`src/rtl/rfs_pkg.sv`:
```
package rfs_pkg;
    typedef enum logic [1:0] {
        PS_OFF     = 2'b00,
        PS_SEQ_UP  = 2'b01,
        PS_ACTIVE  = 2'b10,
        PS_STANDBY = 2'b11
    } pwr_state_e;
endpackage

```
`src/rtl/rfs_rail_chan.sv`:
```
module rfs_rail_chan #(
    parameter int SHORT_DG = 4,
    parameter int LONG_DG  = 32,
    parameter int BLANK_W  = 16
) (
    input  logic               clk,
    input  logic               rst_n,
    input  logic               rail_en,
    input  logic               rail_ramp,
    input  logic               uv_raw,
    input  logic               oc_raw,
    input  logic               scg_raw,
    input  logic               oc_long,
    input  logic [BLANK_W-1:0] blank_len,
    input  logic               clr_uv,
    input  logic               clr_oc,
    input  logic               clr_scg,
    input  logic               fault_clr,
    output logic               uv_hit,
    output logic               kill_hit,
    output logic               uv_flag,
    output logic               oc_flag,
    output logic               scg_flag,
    output logic               rail_kill
);
    localparam int CNT_W = $clog2(LONG_DG + 1);
    localparam logic [CNT_W-1:0] SHORT_LIM = CNT_W'(SHORT_DG - 1);
    localparam logic [CNT_W-1:0] LONG_LIM  = CNT_W'(LONG_DG - 1);

    typedef struct packed {
        logic [CNT_W-1:0]   oc_run;
        logic [BLANK_W-1:0] blank;
        logic               en_prev;
        logic               uvf;
        logic               ocf;
        logic               scgf;
        logic               kill;
    } chan_t;

    chan_t st_q, st_d;
    logic armed, en_rise, uv_q, oc_q, oc_hit, scg_hit;
    logic [CNT_W-1:0] lim;

    always_comb begin
        st_d    = st_q;
        en_rise = rail_en & ~st_q.en_prev;
        armed   = rail_en & ~rail_ramp;
        lim     = oc_long ? LONG_LIM : SHORT_LIM;
        uv_q    = uv_raw & armed;
        oc_q    = oc_raw & armed;
        oc_hit  = oc_q & (st_q.oc_run >= lim);
        scg_hit = scg_raw & rail_en & ~en_rise & (st_q.blank == '0);

        if (!oc_q)
            st_d.oc_run = '0;
        else if (st_q.oc_run < lim)
            st_d.oc_run = st_q.oc_run + 1'b1;

        if (en_rise)
            st_d.blank = blank_len;
        else if (st_q.blank != '0)
            st_d.blank = st_q.blank - 1'b1;

        st_d.en_prev = rail_en;
        st_d.uvf  = (st_q.uvf  & ~clr_uv)    | uv_q;
        st_d.ocf  = (st_q.ocf  & ~clr_oc)    | oc_hit;
        st_d.scgf = (st_q.scgf & ~clr_scg)   | scg_hit;
        st_d.kill = (st_q.kill & ~fault_clr) | oc_hit | scg_hit;
    end

    always_ff @(posedge clk or negedge rst_n) begin
        if (!rst_n) st_q <= '0;
        else        st_q <= st_d;
    end

    assign uv_hit    = uv_q;
    assign kill_hit  = oc_hit | scg_hit;
    assign uv_flag   = st_q.uvf;
    assign oc_flag   = st_q.ocf;
    assign scg_flag  = st_q.scgf;
    assign rail_kill = st_q.kill;


    uv_blank_chk: assert property (@(posedge clk) disable iff (!rst_n)
        $rose(uv_flag) |-> $past(uv_raw && rail_en && !rail_ramp));

    oc_blank_chk: assert property (@(posedge clk) disable iff (!rst_n)
        $rose(oc_flag) |-> $past(oc_raw && rail_en && !rail_ramp));

    scg_blank_chk: assert property (@(posedge clk) disable iff (!rst_n)
        $rose(scg_flag) |-> ($past(rail_en, 1) && $past(rail_en, 2)));

    kill_src_chk: assert property (@(posedge clk) disable iff (!rst_n)
        $rose(rail_kill) |-> $past(oc_raw || scg_raw));
endmodule

```
`src/rtl/rfs_pd_ctrl.sv`:
```
module rfs_pd_ctrl
    import rfs_pkg::*;
#(
    parameter int NUM_RAILS = 2
) (
    input  logic                 clk,
    input  logic                 rst_n,
    input  logic [1:0]           pwr_state,
    input  logic                 slot_end,
    input  logic                 fault_clr,
    input  logic [NUM_RAILS-1:0] uv_hits,
    input  logic [NUM_RAILS-1:0] uv_mask,
    input  logic [NUM_RAILS-1:0] kill_hits,
    output logic                 pd_req
);
    typedef struct packed {
        logic pending;
        logic req;
    } pd_t;

    pd_t pd_q, pd_d;
    logic fault, seq_fault, imm_fault, release_now;
    pwr_state_e ps;

    always_comb begin
        ps          = pwr_state_e'(pwr_state);
        fault       = |(uv_hits & ~uv_mask) | (|kill_hits);
        seq_fault   = fault & (ps == PS_SEQ_UP);
        imm_fault   = fault & ((ps == PS_ACTIVE) || (ps == PS_STANDBY));
        pd_d.pending = (pd_q.pending & ~fault_clr) | seq_fault;
        release_now = slot_end & pd_d.pending;
        if (release_now) pd_d.pending = 1'b0;
        pd_d.req = (pd_q.req & ~fault_clr) | imm_fault | release_now;
    end

    always_ff @(posedge clk or negedge rst_n) begin
        if (!rst_n) pd_q <= '0;
        else        pd_q <= pd_d;
    end

    assign pd_req = pd_q.req;


    pd_timing_chk: assert property (@(posedge clk) disable iff (!rst_n)
        $rose(pd_req) |-> $past(slot_end || pwr_state[1]));

    pd_sticky_chk: assert property (@(posedge clk) disable iff (!rst_n)
        (pd_req && !fault_clr) |=> pd_req);
endmodule

```
`src/rtl/rail_fault_supervisor.sv`:
```
module rail_fault_supervisor #(
    parameter int NUM_RAILS = 2,
    parameter int SHORT_DG  = 4,
    parameter int LONG_DG   = 32,
    parameter int BLANK_W   = 16
) (
    input  logic                 clk,
    input  logic                 rst_n,
    input  logic [1:0]           pwr_state,
    input  logic                 slot_end,
    input  logic [NUM_RAILS-1:0] rail_en,
    input  logic [NUM_RAILS-1:0] rail_ramp,
    input  logic [NUM_RAILS-1:0] uv_det,
    input  logic [NUM_RAILS-1:0] oc_det,
    input  logic [NUM_RAILS-1:0] scg_det,
    input  logic [NUM_RAILS-1:0] uv_mask,
    input  logic                 oc_long_dg,
    input  logic [BLANK_W-1:0]   scg_blank_len,
    input  logic [NUM_RAILS-1:0] uv_flag_clr,
    input  logic [NUM_RAILS-1:0] oc_flag_clr,
    input  logic [NUM_RAILS-1:0] scg_flag_clr,
    input  logic                 fault_clr,
    output logic [NUM_RAILS-1:0] rail_off,
    output logic                 pd_req,
    output logic [NUM_RAILS-1:0] uv_flag,
    output logic [NUM_RAILS-1:0] oc_flag,
    output logic [NUM_RAILS-1:0] scg_flag
);
    logic [NUM_RAILS-1:0] uv_hits, kill_hits;

    for (genvar r = 0; r < NUM_RAILS; r++) begin : g_rail
        rfs_rail_chan #(
            .SHORT_DG(SHORT_DG),
            .LONG_DG (LONG_DG),
            .BLANK_W (BLANK_W)
        ) u_chan (
            .clk      (clk),
            .rst_n    (rst_n),
            .rail_en  (rail_en[r]),
            .rail_ramp(rail_ramp[r]),
            .uv_raw   (uv_det[r]),
            .oc_raw   (oc_det[r]),
            .scg_raw  (scg_det[r]),
            .oc_long  (oc_long_dg),
            .blank_len(scg_blank_len),
            .clr_uv   (uv_flag_clr[r]),
            .clr_oc   (oc_flag_clr[r]),
            .clr_scg  (scg_flag_clr[r]),
            .fault_clr(fault_clr),
            .uv_hit   (uv_hits[r]),
            .kill_hit (kill_hits[r]),
            .uv_flag  (uv_flag[r]),
            .oc_flag  (oc_flag[r]),
            .scg_flag (scg_flag[r]),
            .rail_kill(rail_off[r])
        );
    end

    rfs_pd_ctrl #(.NUM_RAILS(NUM_RAILS)) u_pd (
        .clk      (clk),
        .rst_n    (rst_n),
        .pwr_state(pwr_state),
        .slot_end (slot_end),
        .fault_clr(fault_clr),
        .uv_hits  (uv_hits),
        .uv_mask  (uv_mask),
        .kill_hits(kill_hits),
        .pd_req   (pd_req)
    );


    reset_clean_chk: assert property (@(posedge clk)
        !rst_n |=> (pd_req == 1'b0 || !rst_n));
endmodule

```
`config.mk`:
```
export PLATFORM = sky130hd
export DESIGN_NAME = rail_fault_supervisor
export DESIGN_NICKNAME = d
export VERILOG_FILES = /design/src/rtl/rfs_pkg.sv /design/src/rtl/rfs_rail_chan.sv /design/src/rtl/rfs_pd_ctrl.sv /design/src/rtl/rail_fault_supervisor.sv
export SDC_FILE = /design/constraint.sdc
export NUM_CORES = 1
export LEC_CHECK = 0
export BUFFER_PORTS_ARGS = -buffer_cell sky130_fd_sc_hd__clkbuf_2
export CORE_UTILIZATION = 57
export DETAILED_ROUTE_END_ITERATION = 10
export PLACE_DENSITY = 0.9
export SLEW_MARGIN = 5
export SYNTH_ARGS = -nofsm -noshare
export SYNTH_HDL_FRONTEND = slang
export SYNTH_SLANG_ARGS = --single-unit
```
`constraint.sdc`:
```
create_clock -name clk -period 2.6 [get_ports clk]
set_input_delay 0.13 -clock clk [delete_from_list [all_inputs] [get_ports clk]]
set_output_delay 0.13 -clock clk [all_outputs]
set_load 0.1 [all_outputs]
```
**After elaboration in Yosys (flattened, before gate mapping)**

Index checks and enable logic that the tools add are counted.

- Bits in registers: 56
- Input port bits: 41
- Output and inout bits: 9

- $add $sub $neg: 4
- Magnitude comparators: 4
- Equality and inequality tests: 5
- Muxes and demuxes: 10
- Bitwise gates (word level): 60
- Reductions and logical operators: 9

Operators by type and width:

| kind | number |
|---|---|
| two-way mux 16 bit | 4 |
| zero test 16 bit | 2 |
| nonzero test 16 bit | 2 |
| subtractor 16 x 1 -> 16 bit (second input constant) | 2 |
| bitwise AND 1 bit | 29 |
| two-way mux 6 bit | 4 |
| bitwise OR 1 bit | 16 |
| NOT 1 bit | 13 |
| adder 6 x 1 -> 6 bit (second input constant) | 2 |
| >= comparator 6 bit | 2 |
| less-than comparator 6 bit | 2 |
| two-way mux 5 bit | 1 |
| equality test 2 bit (second input constant) | 2 |
| inequality test 2 bit (second input constant) | 2 |
| nonzero test 2 bit | 2 |
| OR reduction 2 bit | 2 |
| bitwise AND 2 bit | 1 |
| equality test 2 x 1 -> 1 bit (second input constant) | 1 |
| NOT 2 bit | 1 |
| logical OR 1 bit | 1 |
| two-way mux 1 bit | 1 |

**Longest topological paths before layout**

- Depth after elaboration: 12
- Gate-level depth with buffers: 8
- Gate-level depth less buffers: 8

**Modules after synthesis**

A second synthesis with hierarchy kept.

- Cell total of the unflattened synthesis: 336
- Area total of the unflattened synthesis: 3,194.3 µm²

Modules (own cells, without submodules):

| module | times used | cells each | area an instance (µm²) | sequential area each (µm²) |
|---|---|---|---|---|
| rfs_rail_chan | 2 | 162 | 1,534.0 | 675.6 |
| rfs_pd_ctrl | 1 | 12 | 126.4 | 50.0 |

**Worst setup path after synthesis**

No wires, ideal clock.

- Kind: register to register
- From: register g_rail[0].u_chan.st_q[25] in the netlist's numbering
- To: register u_pd.pd_q (netlist bit u_pd.pd_req)
- Data arrival time: 1.944 ns
- Data required time: 2.475 ns
- Slack: 0.531 ns
- Stages on the path, launching flop included: 8
- Path buffers: 0
- Cell sequence: dfrtp_1 -> ha_1 -> and4_4 -> a2111oi_4 -> o22a_1 -> o221ai_2 -> a211oi_1 -> o2bb2ai_1

RTL lines:

| what | line | source |
|---|---|---|
| start: declaration | rfs_rail_chan.sv:40 | `chan_t st_q, st_d;` |
| start signal: assignment | rfs_rail_chan.sv:73 | `else st_q <= st_d;` |
| end signal: assignment | rfs_pd_ctrl.sv:38 | `else pd_q <= pd_d;` |
| end: declaration | rfs_pd_ctrl.sv:21 | `pd_t pd_q, pd_d;` |

==> impl_metrics.json <==
{
  "syn2layout_area_growth_pct": 15.1,
  "holdPathStages": 3,
  "fin_ws_ns": 0.298,
  "ios": 50,
  "drc": 0,
  "die_x_microns": 76.3,
  "synthCells": 334,
  "dr_wl_met2_microns": 3370,
  "path_max_fanout": 7,
  "power.leakage_nw": 1.65,
  "hold_path.class": "input pin to flop",
  "synth_fp_nets": 387,
  "power.share.switching": 0.322,
  "fin_area_sq_um": 3620,
  "synth_top_area_frac": 0.445,
  "drt_iter0_markers": 154,
  "yosysMostFrequentCell": "dfrtp_1",
  "overflow": 0,
  "post-route-util": 0.696,
  "ant_nets": 0,
  "syn_area_sq_um": 3150,
  "rows": 26,
  "routabilityCongestion": 0.858,
  "hold_ws_ns": 0.0382,
  "crit_arrival_ns": 2.51,
  "clockPowerShare": 0.255,
  "finalPower_mw": 2.22,
  "vias_per_cell": 5.72,
  "cap_violations": 0,
  "top_layer_used": "met4",
  "slew-limit-headroom": 0.546,
  "post-cts-setup-buffers": 0,
  "min_to": "g_rail[0].u_chan.st_q[7]",
  "num_antenna_cells": 0,
  "p_per_area_nw_per_um2": 613,
  "comb_power_share": 0.223,
  "holdCritStartpoint": "scg_blank_len[2]",
  "grt_usage": 0.257,
  "cpMaxStageDelayCell": "a2111oi_4",
  "dp_slack_ns": 0.326,
  "finalHoldViolations": 0,
  "avgSynthCellArea_sq_um": 9.42,
  "status": "complete, no violations",
  "drive_gt1_frac": 0.188,
  "rr_worst_depth": 7,
  "critical_path_class": "flop to flop",
  "cp-start-kind": "flop",
  "slew_viol_final": 0,
  "max_stage_delay_ns": 0.54,
  "min_period_over_period": 0.885,
  "switching_power_uw": 716,
  "p_int_mw": 1.51,
  "drt_pass1_iterations": 5,
  "clock_skew_ns": 0.0107,
  "yosysWarnings": 0,
  "place_area_sq_um": 3420,
  "wl_microns": 6960,
  "yosysTopAreaCell": "dfrtp_1",
  "rsz0062_at_grt": "false",
  "h-tree-depth": 2,
  "antenna_found_initial": 0,
  "grt_pass1_vias": 2656,
  "ff2ff_setup_slack_ns": 0.30,
  "hpwl_microns": 5070,
  "async_reset_ff_frac": 1.00,
  "worst-endpoint-required_ns": 2.81,
  "root_buffer": "clkbuf_8",
  "synth_area_leaders": "dfrtp_1 45%, nor2_1 5.4%, nand2_1 5.0%",
  "grt_pass1_wl_microns": 11800,
  "wl_per_cell_microns": 15.2,
  "worstMarginPinSlew_ns": 0.673,
  "synth_ff_type": "dfrtp_1",
  "rr_startpoint": "g_rail[0].u_chan.st_q[25]",
  "crit_path_end_kind": "flop",
  "cts_tree": "built",
  "regToRegEndpoint": "u_pd.pd_req",
  "insertion_delay_ns": 0.32,
  "ir_worst_vdd_v": 0.000398,
  "dp.cells": 441,
  "start_util": 0.605,
  "fin_crit_ns": 2.30,
  "cts_buffer_depth": 2,
  "finalNonFillerCells": 459,
  "dieArea_sq_um": 5820,
  "synth_seq_area_share": 0.445,
  "die_y_microns": 76.3,
  "synth_commonest_cells": "56 x dfrtp_1, 45 x nor2_1, 42 x nand2_1",
  "nNetsFinal": 441,
  "cts.sinks": 56,
  "yosys.cell_types.count": 50,
  "grt_max_degree": 52,
  "ys_seq_elements": 56,
  "vias": 2627,
  "final.setup.tns_ns": 0,
  "setup_violations": 0,
  "portBuffers": 49,
  "core_sq_um": 5200,
  "dr_wl_met3_microns": 326,
  "synth_edf_count": 0,
  "clk_pin_slew_ns": 0.09,
  "path_cells": "ha_1, and4_4, a2111oi_4, o22a_1, o221ai_2, a211oi_1, o2bb2ai_1",
  "sequentialPowerShare": 0.523,
  "fmax_mhz": 434,
  "wl_met1_microns": 3120,
  "cts_buffers": 5
}
==> cells by family after synthesis <==
group / count (synthesis) / share of synthesized area
simple gates: 138 / 0.219
fa+ha+maj: 12 / 0.0477
mux: 7 / 0.0223
flops: 56 / 0.445
buf+inv: 29 / 0.0453
compound gates: 63 / 0.137
xor+xnor: 29 / 0.0831
==> flip-flops by register name (all words and copies together) (netlist names) <==
signal	flops
g_rail.u_chan.st_q	46
g_rail.u_chan.oc_flag	2
g_rail.u_chan.rail_kill	2
g_rail.u_chan.scg_flag	2
g_rail.u_chan.uv_flag	2
u_pd.pd_q	1
u_pd.pd_req	1
==> placed cells by master (no fill, tap or decap), types with 2 or more instances in the layout <==
cell            n
dlygate4sd3_1  10
dfrtp_1        56
nor4_2          2
clkbuf_8        5
o21ai_0        23
nor3_1         10
o21a_1          2
o22ai_1         3
inv_1          13
a31oi_1         3
a21o_1          2
ha_1           12
nor4_4          2
and4_1          2
nor4_1          2
nor2b_1         6
nand2_1        42
xor2_1         16
o32ai_1         2
a211oi_1        4
clkbuf_2       49
o31ai_1         6
nand4_1         5
xnor2_1        12
mux2i_1         7
nand2b_1        2
buf_4           4
nand3_1         9
a21oi_1         9
nor2_1         45
==> per-layer routing <==
layer,vias up,global-route usage
met3,15,0.0611
met2,91,0.435
met1,1247,0.318
met4,0,0.0962
met5,-,0
li1,1274,-
==> worst max-delay path by stage <==
| stage | depth (start not counted) | slack [ns] | to | from |
|---|---|---|---|---|
| finish | 7 | 0.30 | u_pd.pd_req | g_rail[0].u_chan.st_q[25] |
| global route | 7 | 0.19 | u_pd.pd_req | g_rail[0].u_chan.st_q[24] |
| CTS | 7 | 0.31 | u_pd.pd_req | g_rail[0].u_chan.st_q[24] |
| detailed placement | 7 | 0.33 | u_pd.pd_req | g_rail[0].u_chan.st_q[25] |
| global placement | 7 | 0.47 | u_pd.pd_req | g_rail[0].u_chan.st_q[25] |
| floorplan | 7 | 0.53 | u_pd.pd_req | g_rail[0].u_chan.st_q[25] |
==> power by group through the flow <==
| stage | registers [mW] | clock network [mW] | logic [mW] |
|---|---|---|---|
| 2_1_floorplan | 1.15 | 0 | 0.354 |
| 3_3_place_gp | 1.17 | 0 | 0.459 |
| 3_5_place_dp | 1.17 | 0 | 0.483 |
| 4_1_cts | 1.16 | 0.580 | 0.496 |
| 5_1_grt | 1.18 | 0.615 | 0.560 |
| 6_report | 1.16 | 0.566 | 0.495 |
==> cell type report <==
class                   count  area, sq um
multi-input cells         249         1600
fillers                   407         1580
flip-flops and latches     56         1400
repair buffers             63          375
well taps                  70         87.6
clock buffers               6         72.6
inverters                  13         48.8
clock inverters             2         35.0
==> critical path, delay by kind of cell (launching register included) <==
family | cells | cell delay [ns]
adder cells (fa/ha/maj) | 1 | 0.34
AND/OR/NAND/NOR | 1 | 0.21
AO/OA/AOI/OAI | 5 | 1.21
flip-flops | 1 | 0.42
==> timing repair <==
action / in CTS / in global routing
hold buffers: 10 / 0
resized for setup: 0 / 0
hold endpoints to repair: 14 / 0
(Power assumes the default switching activity.)
